[config.mk]
export PLATFORM = sky130hd
export DESIGN_NAME = txq_pairfifo
export DESIGN_NICKNAME = d
export VERILOG_FILES = /design/src/rtl/txq_pkg.sv /design/src/rtl/txq_store.sv /design/src/rtl/txq_level.sv /design/src/rtl/txq_events.sv /design/src/rtl/txq_pairfifo.sv
export SDC_FILE = /design/constraint.sdc
export NUM_CORES = 1
export LEC_CHECK = 0
export CAP_MARGIN = 20
export CORE_UTILIZATION = 45
export CTS_BUF_LIST = sky130_fd_sc_hd__clkbuf_4
export DETAILED_ROUTE_END_ITERATION = 6
export HOLD_SLACK_MARGIN = 0.03
export SLEW_MARGIN = 10
export SYNTH_ARGS = -nofsm -noshare
export SYNTH_HDL_FRONTEND = slang
export SYNTH_SLANG_ARGS = --single-unit
[constraint.sdc]
create_clock -name clk -period 4.4 [get_ports clk]
set_clock_uncertainty 0.2 [all_clocks]
set_input_delay 0.88 -clock clk [delete_from_list [all_inputs] [get_ports clk]]
set_output_delay 0.88 -clock clk [all_outputs]
set_load 0.005 [all_outputs]
[src/rtl/txq_pkg.sv]
package txq_pkg;

  typedef enum logic [1:0] {
    WS_DEFAULT = 2'b00,
    WS_ONE     = 2'b01,
    WS_TWO     = 2'b10,
    WS_TWO_ALT = 2'b11
  } wsize_e;

  // Bytes that the next write is expected to carry (00 counts as two).
  function automatic logic [1:0] need_bytes(input logic [1:0] ws);
    return (ws == WS_ONE) ? 2'd1 : 2'd2;
  endfunction

  // Bytes carried by a write with the given pair-select.
  function automatic logic [1:0] write_bytes(input logic pair);
    return pair ? 2'd2 : 2'd1;
  endfunction

endpackage

[src/rtl/txq_store.sv]
module txq_store #(
  parameter int DW    = 8,
  parameter int DEPTH = 64,
  localparam int ADDRW = $clog2(DEPTH)
) (
  input  logic          clk,
  input  logic          rst_n,
  input  logic          push,
  input  logic          pair,
  input  logic [2*DW-1:0] wdata,
  input  logic          pop,
  output logic [DW-1:0] rdata
);

  logic [DW-1:0]    mem [DEPTH];
  logic [ADDRW-1:0] wp, rp;
  logic [ADDRW-1:0] wp_next1;

  assign wp_next1 = wp + ADDRW'(1);

  always_ff @(posedge clk) begin
    if (push) begin
      mem[wp] <= wdata[DW-1:0];
      if (pair) mem[wp_next1] <= wdata[2*DW-1:DW];
    end
  end

  always_ff @(posedge clk) begin
    if (!rst_n) begin
      wp <= '0;
      rp <= '0;
    end else begin
      if (push) wp <= pair ? wp + ADDRW'(2) : wp_next1;
      if (pop)  rp <= rp + ADDRW'(1);
    end
  end

  assign rdata = mem[rp];

endmodule

[src/rtl/txq_level.sv]
module txq_level
  import txq_pkg::*;
#(
  parameter int DEPTH = 64,
  localparam int LVLW = $clog2(DEPTH + 1)
) (
  input  logic            clk,
  input  logic            rst_n,
  input  logic            push,
  input  logic            pair,
  input  logic            pop,
  input  logic [1:0]      wsize,
  input  logic [LVLW-1:0] trig_level,
  output logic [LVLW-1:0] level,
  output logic [LVLW-1:0] level_nxt,
  output logic [LVLW-1:0] free,
  output logic            full,
  output logic            nearly_full,
  output logic            trig_hit
);

  logic [1:0] added;

  assign added     = push ? write_bytes(pair) : 2'd0;
  assign level_nxt = level + LVLW'(added) - LVLW'(pop);

  always_ff @(posedge clk) begin
    if (!rst_n) level <= '0;
    else        level <= level_nxt;
  end

  assign free        = LVLW'(DEPTH) - level;
  assign full        = (level == LVLW'(DEPTH));
  assign nearly_full = (free < LVLW'(need_bytes(wsize)));
  assign trig_hit    = (level >= trig_level);

  a_r10_level_bounded: assert property (@(posedge clk) disable iff (!rst_n)
    level <= LVLW'(DEPTH));

  // a single free slot with a two-byte write size must warn
  a_r4_nf_one_slot: assert property (@(posedge clk) disable iff (!rst_n)
    (level == LVLW'(DEPTH - 1)) && (wsize != 2'b01) |-> nearly_full);

  a_r5_full_implies_nf: assert property (@(posedge clk) disable iff (!rst_n)
    full |-> nearly_full);

endmodule

[src/rtl/txq_events.sv]
module txq_events #(
  parameter int DEPTH = 64,
  localparam int LVLW = $clog2(DEPTH + 1)
) (
  input  logic            clk,
  input  logic            rst_n,
  input  logic [LVLW-1:0] level,
  input  logic [LVLW-1:0] level_nxt,
  input  logic            pop,
  input  logic            reject,
  output logic            full_evt,
  output logic            empty_evt,
  output logic            ovf_pulse
);

  always_ff @(posedge clk) begin
    if (!rst_n) begin
      full_evt  <= 1'b0;
      empty_evt <= 1'b0;
      ovf_pulse <= 1'b0;
    end else begin
      full_evt  <= (level_nxt == LVLW'(DEPTH)) && (level != LVLW'(DEPTH));
      empty_evt <= pop && (level_nxt == '0);
      ovf_pulse <= reject;
    end
  end

  a_r5_full_evt_level: assert property (@(posedge clk) disable iff (!rst_n)
    full_evt |-> (level == LVLW'(DEPTH)));

  a_r6_empty_evt_level: assert property (@(posedge clk) disable iff (!rst_n)
    empty_evt |-> (level == '0));

  a_r5_full_evt_single: assert property (@(posedge clk) disable iff (!rst_n)
    full_evt |=> !full_evt);

endmodule

[src/rtl/txq_pairfifo.sv]
module txq_pairfifo
  import txq_pkg::*;
#(
  parameter int DW    = 8,
  parameter int DEPTH = 64,
  localparam int LVLW = $clog2(DEPTH + 1)
) (
  input  logic            clk,
  input  logic            rst_n,
  input  logic            wr_en,
  input  logic            wr_pair,
  input  logic [2*DW-1:0] wr_data,
  input  logic [1:0]      wsize,
  input  logic [LVLW-1:0] trig_level,
  output logic            rd_valid,
  input  logic            rd_ready,
  output logic [DW-1:0]   rd_data,
  output logic [LVLW-1:0] fill_level,
  output logic            full,
  output logic            nearly_full,
  output logic            trig_hit,
  output logic            ovf_pulse,
  output logic            full_evt,
  output logic            empty_evt
);

  logic [LVLW-1:0] level, level_nxt, free;
  logic            reject, push, pop;

  assign reject   = wr_en && (LVLW'(write_bytes(wr_pair)) > free);
  assign push     = wr_en && !reject;
  assign rd_valid = (level != '0);
  assign pop      = rd_valid && rd_ready;

  txq_store #(.DW(DW), .DEPTH(DEPTH)) u_store (
    .clk   (clk),
    .rst_n (rst_n),
    .push  (push),
    .pair  (wr_pair),
    .wdata (wr_data),
    .pop   (pop),
    .rdata (rd_data)
  );

  txq_level #(.DEPTH(DEPTH)) u_level (
    .clk         (clk),
    .rst_n       (rst_n),
    .push        (push),
    .pair        (wr_pair),
    .pop         (pop),
    .wsize       (wsize),
    .trig_level  (trig_level),
    .level       (level),
    .level_nxt   (level_nxt),
    .free        (free),
    .full        (full),
    .nearly_full (nearly_full),
    .trig_hit    (trig_hit)
  );

  txq_events #(.DEPTH(DEPTH)) u_events (
    .clk       (clk),
    .rst_n     (rst_n),
    .level     (level),
    .level_nxt (level_nxt),
    .pop       (pop),
    .reject    (reject),
    .full_evt  (full_evt),
    .empty_evt (empty_evt),
    .ovf_pulse (ovf_pulse)
  );

  assign fill_level = level;

  a_r3_reject_keeps_level: assert property (@(posedge clk) disable iff (!rst_n)
    (wr_en && reject) |=> (level == $past(level) - LVLW'($past(pop))));

  a_r3_ovf_needs_write: assert property (@(posedge clk) disable iff (!rst_n)
    ovf_pulse |-> $past(wr_en));

  a_r9_head_holds: assert property (@(posedge clk) disable iff (!rst_n)
    (rd_valid && !rd_ready) |=> (rd_valid && $stable(rd_data)));

endmodule

# Word level (Yosys, flattened, before mapping)
# Memory sizes are Yosys's and may differ from the RTL's. A register that Yosys moved wholly into a read port is not among the register bits.
# Index checks and enable logic that the tools add are counted.
# word_totals
register_bits	22
ram_bits	512
input_bits	30
mem_count	1
# classes
addsub	6
magnitude_cmp	3
n_eq_ne	4
mux	11
reduce_logical	8
# memory_table
name	words	width	read_ports	rd_clocked_by_memory_dff	wr	line	source
u_store.mem	64	8	1	1	2	txq_store.sv:15	logic [DW-1:0] mem [DEPTH];
# op_table
op	n
two-way mux 6 bit	3
== test 7 bit, second input constant	2
adder 6 x 1 -> 6 bit, second input constant	2
adder 7 x 2 -> 7 bit	1
greater-or-equal comparator 7 bit	1
> comparator 2 x 7 -> 1 bit	1
zero test 7 bit	1
less-than comparator 7 x 2 -> 1 bit	1
inequality test 7 bit, second input constant	1
nonzero test 7 bit	1
subtractor 7 x 1 -> 7 bit	1
subtractor 7 bit, first input constant	1
adder 6 x 2 -> 6 bit, second input constant	1
two-way mux 2 bit	3
logical AND 1 bit	5
two-way mux 1 bit	5
== test 2 x 1 -> 1 bit, second input constant	1
zero test 1 bit	1

# Logic depth before layout (Yosys ltp)
# logic_depth
depth_word	10
depth_mapped	19
depth_no_buf	16

# Hierarchy
# From an unflattened synthesis, not the netlist that was laid out.
# hier_totals
cells_unflattened	1881
hier_area_um2	28937.8
# modules_own_cells
module	instances	cells_per_inst	area_per_inst_um2
txq_store	1	1752	27844.2
txq_level	1	104	872.1
txq_events	1	11	131.4
txq_pairfifo	1	14	90.1

# Worst setup path after synthesis
# OpenSTA, ideal clock, no wires.
# synth_path
path_type	in2reg
start	input wr_pair
end	register u_level.level[5]
t_arrival_ps	4079
required_time_ps	4140
slack_ps	61
stages	16
path_buffers	3
path_cell_list	ha_1 nor2b_1 o21ai_0 buf_2 buf_2 clkbuf_1 o21a_1 nand2_1 ha_1 inv_1 ha_1 a21o_1 a21oi_1 nor4_1 nor4_1 and2_1
# synth_between
elab_chain_len	8
# synth_lines
element	line	source
start, declared	txq_pairfifo.sv:11	input logic wr_pair,
two-way mux 2 bit *	txq_pkg.sv:17	return pair ? 2'd2 : 2'd1;
> comparator 2 x 7 -> 1 bit	txq_pairfifo.sv:30	assign reject = wr_en && (LVLW'(write_bytes(wr_pair)) > free);
logical AND 1 bit	txq_pairfifo.sv:30	
zero test 1 bit	txq_pairfifo.sv:31	assign push = wr_en && !reject;
logical AND 1 bit	txq_pairfifo.sv:31	
two-way mux 2 bit *	txq_level.sv:24	assign added = push ? write_bytes(pair) : 2'd0;
adder 7 x 2 -> 7 bit *	txq_level.sv:25	assign level_nxt = level + LVLW'(added) - LVLW'(pop);
subtractor 7 x 1 -> 7 bit *	txq_level.sv:25	
end signal, assigned	txq_level.sv:29	else level <= level_nxt;
end, declared	txq_level.sv:14	output logic [LVLW-1:0] level,
# Mark *: on every way between the ends. The rest lies on a longest branch, timed or not.
# A chain may end at the register's enable or synchronous reset.

==> implementation parameters <==
Parameter                              Value

Finish
  Count of nets after finishing ... 2197
  Layout area overhead ... 18.2%
  Finished Cell Area ... 35400 sq um
  Fraction of final layout cells sized beyond drive strength 1 ... 0.577
  Final cell count without fillers ... 3116
  Final Core Density ... 0.538

Clock tree
  Clock latency of the later-clocked register in the worst-skew pair ... 1.01 ns
  Clock sink count ... 540
  Num CTS Buffers ... 149
  # H-tree levels ... 4
  Clock Root Buffer ... sky130_fd_sc_hd__clkbuf_4
  Maximum number of buffers from clock root to sink ... 3
  Reg clk slew, reported paths ... 0.06 ns
  Clock tree from TritonCTS ... done

Critical path
  Crit path required time ... 3.32 ns
  Depth of the most critical reg-to-reg path ... 13
  Slowest library cell on the worst path ... sky130_fd_sc_hd__or4_4
  Reg2reg start ... u_level.level[0]$_SDFF_PN0_
  Worst-path cell chain ... buf_4 > buf_12 > buf_16 > buf_12 > mux4_2 > o22ai_2 > or4_4 > o22ai_4 > buf_2
  Kind of launch point of the worst setup path ... flip-flop
  Largest stage delay on the critical path ... 0.54 ns
  Worst Setup Path Type ... flip-flop to output port
  Register-to-register setup slack ... 0.52 ns
  CP endpoint kind ... output port
  Critical path's most frequent cell ... sky130_fd_sc_hd__buf_12
  Worst Path Arrival ... 3.37 ns
  Destination of the worst register-to-register timing path ... u_events.full_evt$_SDFF_PN0_
  Worst-path fanout max ... 6

Detailed routing
  WL per Instance ... 29.4 um
  Post-Route WL ... 91500 um
  Drt first-iter violations ... 1863
  Avg Vias per Cell ... 6.16
  Antenna-violating nets left ... 0
  Final routed DRC violation total ... 0
  First drt pass iteration count ... 6
  Via count ... 19179

Min path
  Min-Delay Startpoint ... wr_data[12]
  Hold Path Stages ... 2
  Hold Path Class ... input port to flip-flop
  Hold worst-path end ... u_store.mem[48][4]$_DFFE_PP_

Floorplan
  Die Y ... 260 um
  Starting Density ... 0.455
  Floorplan row count ... 94
  Number of I/O pins ... 52
  Width of the die ... 260 um
  Die outline area ... 67500 sq um
  Core outline area ... 65700 sq um

Global routing
  Pin count of the biggest net entering global routing ... 65
  First-pass GRT wire length ... 133000 um
  Total global routing track utilization ... 0.275
  GR Overflow Total ... 0
  Antenna violations before repair ... 2
  Via count of the first global-routing pass ... 19548

STA
  Number of hold-slack violations in the final timing report ... 0
  Endpoints failing setup ... 3
  Count of final max-slew check failures ... 0
  Tmin final ... 4.45 ns
  Actual slew at the worst max-slew pin ... 0.976 ns
  Fmax achieved ... 225 MHz
  Final setup slack of the worst path ... -0.0483 ns
  RSZ-0062 raised after global routing ... yes
  Worst slew slack as a fraction of its limit ... 0.349
  Total negative slack for setup checks ... -0.0759 ns
  Share of the clock period used by the worst path ... 1.01

Synthesis
  Sequential fraction of the synthesis area ... 0.532
  Syn. warnings ... 0
  Most numerous cell in the Yosys netlist ... sky130_fd_sc_hd__edfxtp_1
  Area fraction of the dominant cell type after synthesis ... 0.514
  Synthesized Nets ... 1963
  Area of the mapped netlist ... 29900 sq um
  Post-synthesis average cell area ... 15.7 sq um
  Synthesis-stage register bit count ... 540
  Yosys cell types ... 73
  Number of enable flip-flop cells after synthesis ... 512
  Most common flop cell mapped by yosys ... sky130_fd_sc_hd__edfxtp_1
  Top cells by area in the synthesized netlist ... sky130_fd_sc_hd__edfxtp_1 51%, sky130_fd_sc_hd__mux2_2 19%, sky130_fd_sc_hd__mux4_2 9.6%
  Biggest area consumer among synthesized cells ... sky130_fd_sc_hd__edfxtp_1
  Top cell types by occurrence after synthesis ... 512 x sky130_fd_sc_hd__edfxtp_1, 494 x sky130_fd_sc_hd__mux2_2, 128 x sky130_fd_sc_hd__mux4_2
  Post-Synthesis Cells ... 1904
  Async set or reset register ratio after synthesis ... 0

Pwr
  Maximum ir drop on the vdd rail ... 403 uV
  Total power ... 14.8 mW
  Leakage Power ... 12.0 nW
  Power Dens Cells ... 418 nW/um^2

Run
  Reported max-cap violation count ... 0

Place
  Count of port buffers added during placement ... 51
  Placed Instance Area ... 32000 sq um
  Estimated wirelength of the detail-placed design ... 57000 um
  Gp weighted congestion ... 0.923
  Placed instance count ... 2790

Run status
  Violated checks ... setup timing
  Result of the run ... finished, violations left
## logic make-up (layout without fill, tap and decap cells)
logic type,after synthesis,in the layout,share of synthesized area
compound gates,248,248,0.0864
xor+xnor,12,12,0.00351
fa+ha+maj,29,29,0.0124
buf+inv,226,572,0.0335
flops,540,540,0.532
mux,650,650,0.294
other cells,0,2,0
simple gates,199,199,0.0375
## flip-flops by register name, summed over array words and instances (netlist names), named ones only
signal	flops
u_events.empty_evt	1
u_events.full_evt	1
u_events.ovf_pulse	1
u_level.level	7
u_store.mem	512
u_store.rp	6
u_store.wp	6
## critical path, delay by kind of cell (launching register included)
family	cells	cell delay [ns]
buf+inv	5	0.73
simple gates	1	0.54
mux	1	0.38
flops	1	0.37
compound gates	2	0.32
## where the power goes
part / switching [mW] / internal (mW)
clock: 2.25 / 2.51
combinational: 2.31 / 1.91
sequential: 0.0901 / 5.71
## stage by stage
stage	hold WS [ns]	worst slack [ns]
final	0.213	-0.0483
after global routing	0.190	-0.119
after CTS	0.137	-0.170
after detailed placement	0.307	0.111
after global placement	0.286	0.162
after floorplan	0.275	0.0606
## layout make-up
type,count,area (sq um)
Tap cell,864,1080
Sequential cell,540,16000
Fill cell,5381,30400
Multi-Input combinational cell,1138,13600
Clock inverter,52,354
Timing Repair Buffer,282,2660
Clock buffer,211,1580
Inverter,27,101
Antenna cell,2,5.00
## how the worst max path moves through the flow
stage	end	slack, ns	cells past startpoint
4_1_cts	rd_data[2]	-0.17	9
5_1_grt	rd_data[6]	-0.12	9
2_1_floorplan	u_level.level[5]$_SDFF_PN0_	0.06	16
3_3_place_gp	u_events.empty_evt$_SDFF_PN0_	0.16	15
6_report	rd_data[6]	-0.05	9
3_5_place_dp	u_events.full_evt$_SDFF_PN0_	0.11	14
## layer usage
| layer | GRT usage | part of all wire |
|---|---|---|
| met1 | 0.365 | 0.42 |
| met3 | 0.0667 | 0.067 |
| met4 | 0.109 | 0.030 |
| met2 | 0.432 | 0.48 |
| met5 | 0 | 0 |
## placed cells by master (no fill, tap or decap), types with 21 or more instances in the layout
cell	count
sky130_fd_sc_hd__o211ai_4	26
sky130_fd_sc_hd__mux4_2	128
sky130_fd_sc_hd__clkbuf_4	212
sky130_fd_sc_hd__clkdlybuf4s50_1	26
sky130_fd_sc_hd__ha_1	28
sky130_fd_sc_hd__buf_12	25
sky130_fd_sc_hd__clkinv_1	33
sky130_fd_sc_hd__o21ai_0	63
sky130_fd_sc_hd__mux2_2	494
sky130_fd_sc_hd__inv_1	25
sky130_fd_sc_hd__buf_2	21
sky130_fd_sc_hd__nand2_1	35
sky130_fd_sc_hd__o2111ai_4	24
sky130_fd_sc_hd__edfxtp_1	512
sky130_fd_sc_hd__buf_4	184
## what timing repair did
item                                    CTS  global route
hold buffers                              0             0
gates resized for setup                 142            31
gates cloned                              4             1
pin swaps                                22            18
endpoints found under the setup margin    9             9
setup buffers                            40            13
Power figures use the tool's default switching activity.
